### src/rtl/mcyc_pkg.sv
package mcyc_pkg;
  localparam int unsigned CTL_W    = 4;
  localparam int unsigned HALT_BIT = 2;
  localparam int unsigned STOP_BIT = 3;

  typedef enum logic [1:0] {
    SEL_SLOW  = 2'b00,
    SEL_MID   = 2'b01,
    SEL_FAST  = 2'b10,
    SEL_FAST2 = 2'b11
  } div_sel_e;

  function automatic int unsigned div_len(div_sel_e s, int unsigned slow,
                                          int unsigned mid, int unsigned fast);
    case (s)
      SEL_SLOW: return slow;
      SEL_MID:  return mid;
      default:  return fast;
    endcase
  endfunction
endpackage

### src/rtl/mcyc_prescaler.sv
module mcyc_prescaler #(
  parameter int unsigned PRESC_LOG2 = 4
) (
  input  logic clk_i,
  input  logic rst_ni,
  input  logic en_i,
  output logic tap_o
);
  logic [PRESC_LOG2-1:0] pcnt_q;
  logic                  tap_q;

  always_ff @(posedge clk_i or negedge rst_ni) begin
    if (!rst_ni) begin
      pcnt_q <= '0;
      tap_q  <= 1'b0;
    end else if (en_i) begin
      pcnt_q <= pcnt_q + 1'b1;
      tap_q  <= &pcnt_q;
    end else begin
      tap_q  <= 1'b0;  // count frozen while oscillator is off
    end
  end

  assign tap_o = tap_q & en_i;

  AST_TAP_SINGLE: assert property (@(posedge clk_i) disable iff (!rst_ni)
    tap_o |=> !tap_o);
endmodule

### src/rtl/mcyc_divider.sv
module mcyc_divider
  import mcyc_pkg::*;
#(
  parameter int unsigned DIV_SLOW = 64,
  parameter int unsigned DIV_MID  = 8,
  parameter int unsigned DIV_FAST = 4
) (
  input  logic     clk_i,
  input  logic     rst_ni,
  input  logic     en_i,
  input  logic     run_i,
  input  div_sel_e sel_i,
  output logic     pulse_o
);
  localparam int unsigned CNT_W = $clog2(DIV_SLOW);

  logic [CNT_W-1:0] cnt_q;
  div_sel_e         act_sel_q;
  logic             pulse_q;
  logic             term;

  assign term = (cnt_q == CNT_W'(div_len(act_sel_q, DIV_SLOW, DIV_MID, DIV_FAST) - 1));

  always_ff @(posedge clk_i or negedge rst_ni) begin
    if (!rst_ni) begin
      cnt_q     <= '0;
      act_sel_q <= SEL_SLOW;
      pulse_q   <= 1'b0;
    end else if (en_i) begin
      pulse_q <= term & run_i;
      if (term) begin
        cnt_q     <= '0;
        act_sel_q <= sel_i;  // new length only at boundary
      end else begin
        cnt_q <= cnt_q + 1'b1;
      end
    end else begin
      pulse_q <= 1'b0;
    end
  end

  assign pulse_o = pulse_q & run_i;

  AST_SEL_AT_BOUNDARY: assert property (@(posedge clk_i) disable iff (!rst_ni)
    !term |=> $stable(act_sel_q));
  AST_PULSE_SINGLE: assert property (@(posedge clk_i) disable iff (!rst_ni)
    pulse_o |=> !pulse_o);
endmodule

### src/rtl/mcyc_standby.sv
module mcyc_standby (
  input  logic clk_i,
  input  logic rst_ni,
  input  logic wr_i,
  input  logic halt_req_i,
  input  logic stop_req_i,
  input  logic irq_i,
  input  logic btw_i,
  output logic run_o,
  output logic busy_o,
  output logic osc_en_o,
  output logic wake_clr_o
);
  logic halt_q, stop_q, wait_q;

  always_ff @(posedge clk_i or negedge rst_ni) begin
    if (!rst_ni) begin
      halt_q <= 1'b0;
      stop_q <= 1'b0;
      wait_q <= 1'b0;
    end else if (stop_q) begin
      if (irq_i) begin
        stop_q <= 1'b0;
        wait_q <= 1'b1;  // oscillator settles until timer release
      end
    end else if (wait_q) begin
      if (btw_i) wait_q <= 1'b0;
    end else if (halt_q) begin
      if (irq_i) halt_q <= 1'b0;
    end else if (wr_i) begin
      stop_q <= stop_req_i;
      halt_q <= halt_req_i & ~stop_req_i;
    end
  end

  assign busy_o     = halt_q | stop_q | wait_q;
  assign run_o      = ~busy_o;
  assign osc_en_o   = ~stop_q;
  assign wake_clr_o = (halt_q | stop_q) & irq_i;

  AST_ONE_MODE: assert property (@(posedge clk_i) disable iff (!rst_ni)
    $onehot0({halt_q, stop_q, wait_q}));
  AST_HALT_WAKE: assert property (@(posedge clk_i) disable iff (!rst_ni)
    halt_q && irq_i |=> !halt_q && run_o);
  AST_STOP_TO_WAIT: assert property (@(posedge clk_i) disable iff (!rst_ni)
    stop_q && irq_i |=> wait_q && osc_en_o);
  AST_WAIT_HOLD: assert property (@(posedge clk_i) disable iff (!rst_ni)
    wait_q && !btw_i |=> wait_q);
  AST_HALT_IGNORES_BT: assert property (@(posedge clk_i) disable iff (!rst_ni)
    halt_q && !irq_i |=> halt_q);
endmodule

### src/rtl/mcyc_clkgen.sv
module mcyc_clkgen
  import mcyc_pkg::*;
#(
  parameter int unsigned DIV_SLOW   = 64,
  parameter int unsigned DIV_MID    = 8,
  parameter int unsigned DIV_FAST   = 4,
  parameter int unsigned PRESC_LOG2 = 4
) (
  input  logic             clk_i,
  input  logic             rst_ni,
  input  logic             ctl_we_i,
  input  logic [CTL_W-1:0] ctl_wdata_i,
  input  logic             irq_wake_i,
  input  logic             bt_wait_i,
  output logic [CTL_W-1:0] ctl_o,
  output logic             cpu_en_o,
  output logic             presc_tap_o,
  output logic             osc_en_o
);
  logic [CTL_W-1:0] ctl_q;
  logic             wr_ok, run, busy, osc_en, wake_clr;

  assign wr_ok = ctl_we_i & ~busy;

  always_ff @(posedge clk_i or negedge rst_ni) begin
    if (!rst_ni) begin
      ctl_q <= '0;
    end else if (wake_clr) begin
      ctl_q[STOP_BIT] <= 1'b0;
      ctl_q[HALT_BIT] <= 1'b0;
    end else if (wr_ok) begin
      ctl_q <= ctl_wdata_i;
    end
  end

  mcyc_standby u_standby (
    .clk_i      (clk_i),
    .rst_ni     (rst_ni),
    .wr_i       (wr_ok),
    .halt_req_i (ctl_wdata_i[HALT_BIT]),
    .stop_req_i (ctl_wdata_i[STOP_BIT]),
    .irq_i      (irq_wake_i),
    .btw_i      (bt_wait_i),
    .run_o      (run),
    .busy_o     (busy),
    .osc_en_o   (osc_en),
    .wake_clr_o (wake_clr)
  );

  mcyc_divider #(
    .DIV_SLOW (DIV_SLOW),
    .DIV_MID  (DIV_MID),
    .DIV_FAST (DIV_FAST)
  ) u_divider (
    .clk_i   (clk_i),
    .rst_ni  (rst_ni),
    .en_i    (osc_en),
    .run_i   (run),
    .sel_i   (div_sel_e'(ctl_q[1:0])),
    .pulse_o (cpu_en_o)
  );

  mcyc_prescaler #(
    .PRESC_LOG2 (PRESC_LOG2)
  ) u_prescaler (
    .clk_i  (clk_i),
    .rst_ni (rst_ni),
    .en_i   (osc_en),
    .tap_o  (presc_tap_o)
  );

  assign ctl_o    = ctl_q;
  assign osc_en_o = osc_en;

  AST_OSC_OFF_NO_CPU: assert property (@(posedge clk_i) disable iff (!rst_ni)
    !osc_en_o |-> !cpu_en_o && !presc_tap_o);
  AST_WR_IGNORED: assert property (@(posedge clk_i) disable iff (!rst_ni)
    busy && !irq_wake_i |=> $stable(ctl_q));
  AST_WAKE_CLEARS_REQ: assert property (@(posedge clk_i) disable iff (!rst_ni)
    wake_clr |=> ctl_q[STOP_BIT:HALT_BIT] == 2'b00);
endmodule

### config.mk
export PLATFORM = sky130hd
export DESIGN_NAME = mcyc_clkgen
export DESIGN_NICKNAME = d
export VERILOG_FILES = /design/src/rtl/mcyc_pkg.sv /design/src/rtl/mcyc_prescaler.sv /design/src/rtl/mcyc_divider.sv /design/src/rtl/mcyc_standby.sv /design/src/rtl/mcyc_clkgen.sv
export SDC_FILE = /design/constraint.sdc
export NUM_CORES = 1
export LEC_CHECK = 0
export BUFFER_PORTS_ARGS = -buffer_cell sky130_fd_sc_hd__buf_2
export CORE_MARGIN = 2
export CORE_UTILIZATION = 44
export CTS_CLUSTER_DIAMETER = 150
export DETAILED_ROUTE_END_ITERATION = 6
export GPL_TIMING_DRIVEN = 0
export PLACE_DENSITY_LB_ADDON = 0.12
export SLEW_MARGIN = 10
export SYNTH_ARGS = -nofsm -noshare
export SYNTH_HDL_FRONTEND = slang
export SYNTH_HIERARCHICAL = 1
export SYNTH_SLANG_ARGS = --single-unit
### constraint.sdc
create_clock -name clk_i -period 3.9 [get_ports clk_i]
set_input_delay 0.78 -clock clk_i [delete_from_list [all_inputs] [get_ports clk_i]]
set_output_delay 0.78 -clock clk_i [all_outputs]
set_load 0.02 [all_outputs]
==> out/metrics.csv <==
stage,metric,value,unit
die,# rows,17,
critical_path,Critical path origin,u_standby/stop_q,
grt,first-pass GRT wire length,2820,um
critical_path,Max stage delay on crit path,450,ps
place,area post-placement,0.00111,mm2
timing,setup ws final,1620,ps
drt,Initial DRC Count,5,
critical_path,cells along the critical path,"or3_4, inv_1, and2_1, buf_2",
pwr,worst vdd ir,432,uV
clock_network,# Post-CTS Setup Buffers,0,
place,Final Wtd Congestion,0.722,
finish,Final Net Count,118,
timing,Final Hold Viols,0,
timing,Rel. slew slack,69.4,%
yosys,syn avg cell area,11.5,um2
timing,final setup vio count,0,
grt,grt total ovfl,0,
drt,Post-route DRC,0,
die,core footprint,0.00217,mm2
timing,setup_tns,0,ps
drt,Max Used Layer,met4,
clock_network,Post-CTS Hold Buffers,0,
clock_network,Clock Latency Late Sink,300,ps
yosys,sequential area share after synthesis,52.7,%
critical_path,CP max FO,6,
die,Die X,51.6,um
place,Port Buffers,15,
drt,Pre-antenna DRT Iters,4,
pwr,Switching Fraction,37.8,%
timing,Tmin final,2280,ps
drt,met2 WL,719,um
yosys,library cells used by synthesis,34,
critical_path,WP data required,3120,ps
finish,layout cell share with drive strength beyond 1,25.5,%
pwr,static leakage power,0.530,nW
grt,vias in the first global route,644,
grt,antenna violations before repair,0,
critical_path,crit path launch type,flip-flop,
pwr,Psw,319,uW
yosys,Yosys reg bits,21,
drt,DRT met1 WL,749,um
clock_network,CTS tree,built,
drt,DRT antenna net count,0,
grt,Tot GR Track Use,14.3,%
pwr,proportion of power drawn by combinational gates,39.7,%
die,I/O Pins,16,
timing,Peak Freq,438,MHz
yosys,Syn Inst Count,87,
die,total die area,0.00266,mm2
pwr,PwrDens,743,mW/mm2
pwr,clock power share,12.4,%
flow_run,# Max-Cap Violations,0,
timing,worst slew pin tran,459,ps
critical_path,slowest CP cell,dfrtp_1,
drt,Routed WL,1560,um
timing,RSZ-0062 raised after global routing,no,
place,DP Worst Slack,1970,ps
clock_network,CTS root buf,clkbuf_4,
timing,Final period util,58.5,%
die,Die Span Y,51.6,um
yosys,syn nets,98,
finish,Fillers,220,
timing,Clock Skew,3.08,ps
critical_path,arrival time worst endpoint,1500,ps
grt,largest net degree at the start of global routing,22,
drt,Met3 Routed Length,75,um
timing,fin. max-slew vios,0,
critical_path,Crit Path Category,flip-flop to primary output,
drt,drt wl/cell,11.6,um
yosys,Synthesis Warnings,6,
finish,Final Util,52.2,%
clock_network,CTS H-tree depth,1,
finish,design area,0.00113,mm2
critical_path,Setup crit end kind,primary output,
clock_network,Max clock buf depth,2,
clock_network,clock-pin slew on the worst setup and hold paths,110,ps
place,DP HPWL,1140,um
finish,Layout Area Growth over Synthesis,13.7,%
pwr,Int Pwr,524,uW
finish,"most common cell after layout, fill and taps aside",dfrtp_1,
drt,vias per cell,5.03,
finish,most frequent cells in the layout,"dfrtp_1, buf_2, nor2_1, inv_1, nand2_1",
die,initial core utilization,46.0,%
finish,diode count,0,
drt,via count,674,
worst_hold_path,Hold WC Path Type,primary input to asynchronous set/reset pin,
status,status,completed,
clock_network,PostCTS Resize Cnt,0,
clock_network,CTS buffer count,3,
pwr,share of power burned in registers,47.9,%
critical_path,FF-to-FF Start,u_standby/stop_q,
yosys,post-synthesis cell area,997,um2
clock_network,clk sinks,21,
-- cell usage after synthesis --
| cell | instances | area [um2] |
|---|---|---|
| nand2b_4 | 1 | 13.8 |
| nor3b_1 | 1 | 7.51 |
| and4b_1 | 1 | 10.0 |
| nand2b_1 | 2 | 12.5 |
| a21oi_2 | 1 | 8.76 |
| nand3b_1 | 2 | 15.0 |
| or3_4 | 1 | 11.3 |
| xnor2_1 | 4 | 35.0 |
| nor4b_2 | 1 | 15.0 |
| nor2b_1 | 1 | 6.26 |
| nand2_1 | 6 | 22.5 |
| and2_2 | 1 | 7.51 |
| o32a_1 | 1 | 10.0 |
| o21ai_1 | 1 | 5.00 |
| mux2_2 | 1 | 11.3 |
| and2_1 | 2 | 12.5 |
| nand4bb_1 | 1 | 11.3 |
| o21ai_0 | 4 | 20.0 |
| nor2_4 | 1 | 11.3 |
| nand3_1 | 1 | 5.00 |
| mux2i_1 | 2 | 20.0 |
| mux2_1 | 1 | 11.3 |
| a21boi_0 | 1 | 7.51 |
| dfrtp_1 | 21 | 526 |
| inv_1 | 6 | 22.5 |
| nor3_1 | 1 | 5.00 |
| nor4bb_1 | 1 | 10.0 |
| nand4_1 | 3 | 18.8 |
| nor2_1 | 7 | 26.3 |
| mux2_4 | 2 | 30.0 |
| ha_1 | 2 | 25.0 |
| xor2_1 | 2 | 17.5 |
| o21a_1 | 1 | 7.51 |
| o22ai_1 | 3 | 18.8 |
-- logic make-up (layout without fill, tap and decap cells) --
logic type	Yosys count	in the layout	synth area share, %
and+or+nand+nor	34	34	22.2
DFF	21	21	52.7
AOI/OAI and AO/OA	12	12	7.78
xor gates and xnor gates	6	6	5.27
muxes	6	6	7.28
buffers and inverters	6	25	2.26
adders and majority gates	2	2	2.51
-- path summary, 6_finish.rpt --
| path | cells past startpoint | slack (ps) | to |
|---|---|---|---|
| min in group clk_i | 1 | 490 | u_prescaler/pcnt_q[3] |
| worst min-delay path | 1 | 410 | u_divider/pulse_q |
| worst max register to register | 4 | 2210 | u_divider/act_sel_q[0] |
| worst min register to register | 1 | 490 | u_prescaler/pcnt_q[3] |
| max in group asynchronous | 1 | 3180 | u_prescaler/pcnt_q[3] |
| worst max-delay path | 4 | 1620 | cpu_en_o |
-- through the flow --
| step | power, mW | hold WS, ps | cells |
|---|---|---|---|
| floorplan | 0.661 | 445 | 87 |
| global placement | 0.736 | 467 | 130 |
| detailed placement | 0.748 | 463 | 130 |
| CTS | 0.853 | 421 | 134 |
| global route | 0.921 | 439 | 134 |
| finish | 0.842 | 408 | 134 |
-- metal layers --
| layer | track usage [%] | up-vias |
|---|---|---|
| li1 | - | 340 |
| met1 | 19.3 | 322 |
| met2 | 22.4 | 10 |
| met3 | 5.17 | 2 |
| met4 | 2.63 | 0 |
| met5 | 0 | - |
-- sequential cells by signal (all words and copies together) (netlist names) --
register	cells
u_standby/halt_q	1
u_prescaler/tap_q	1
u_divider/act_sel_q	2
u_divider/cnt_q	6
ctl_o	4
u_standby/stop_q	1
u_standby/wait_q	1
u_prescaler/pcnt_q	4
u_divider/pulse_q	1
-- power by group through the flow --
stage	sequential [mW]	clock (mW)	combinational, mW
after CTS	0.404	0.108	0.340
after global routing	0.423	0.116	0.382
after floorplan	0.414	0	0.247
final	0.404	0.104	0.335
after detailed placement	0.409	0	0.339
after global placement	0.404	0	0.332
-- worst max-delay path, delay by kind of cell (launching register included) --
kind | cells | cell delay, ps
buffers and inverters | 2 | 220
DFF | 1 | 450
and+or+nand+nor | 2 | 530
-- final cells by class --
class,instances,area (um2),share of cell area (%)
Clock buffer,4,26.3,2.32
Inverter,6,22.5,1.99
Multi-Input combinational cell,60,449,39.6
Sequential cell,21,526,46.4
Tap cell,28,35.0,3.09
Timing Repair Buffer,15,75.1,6.62
(Power assumes the default switching activity.)
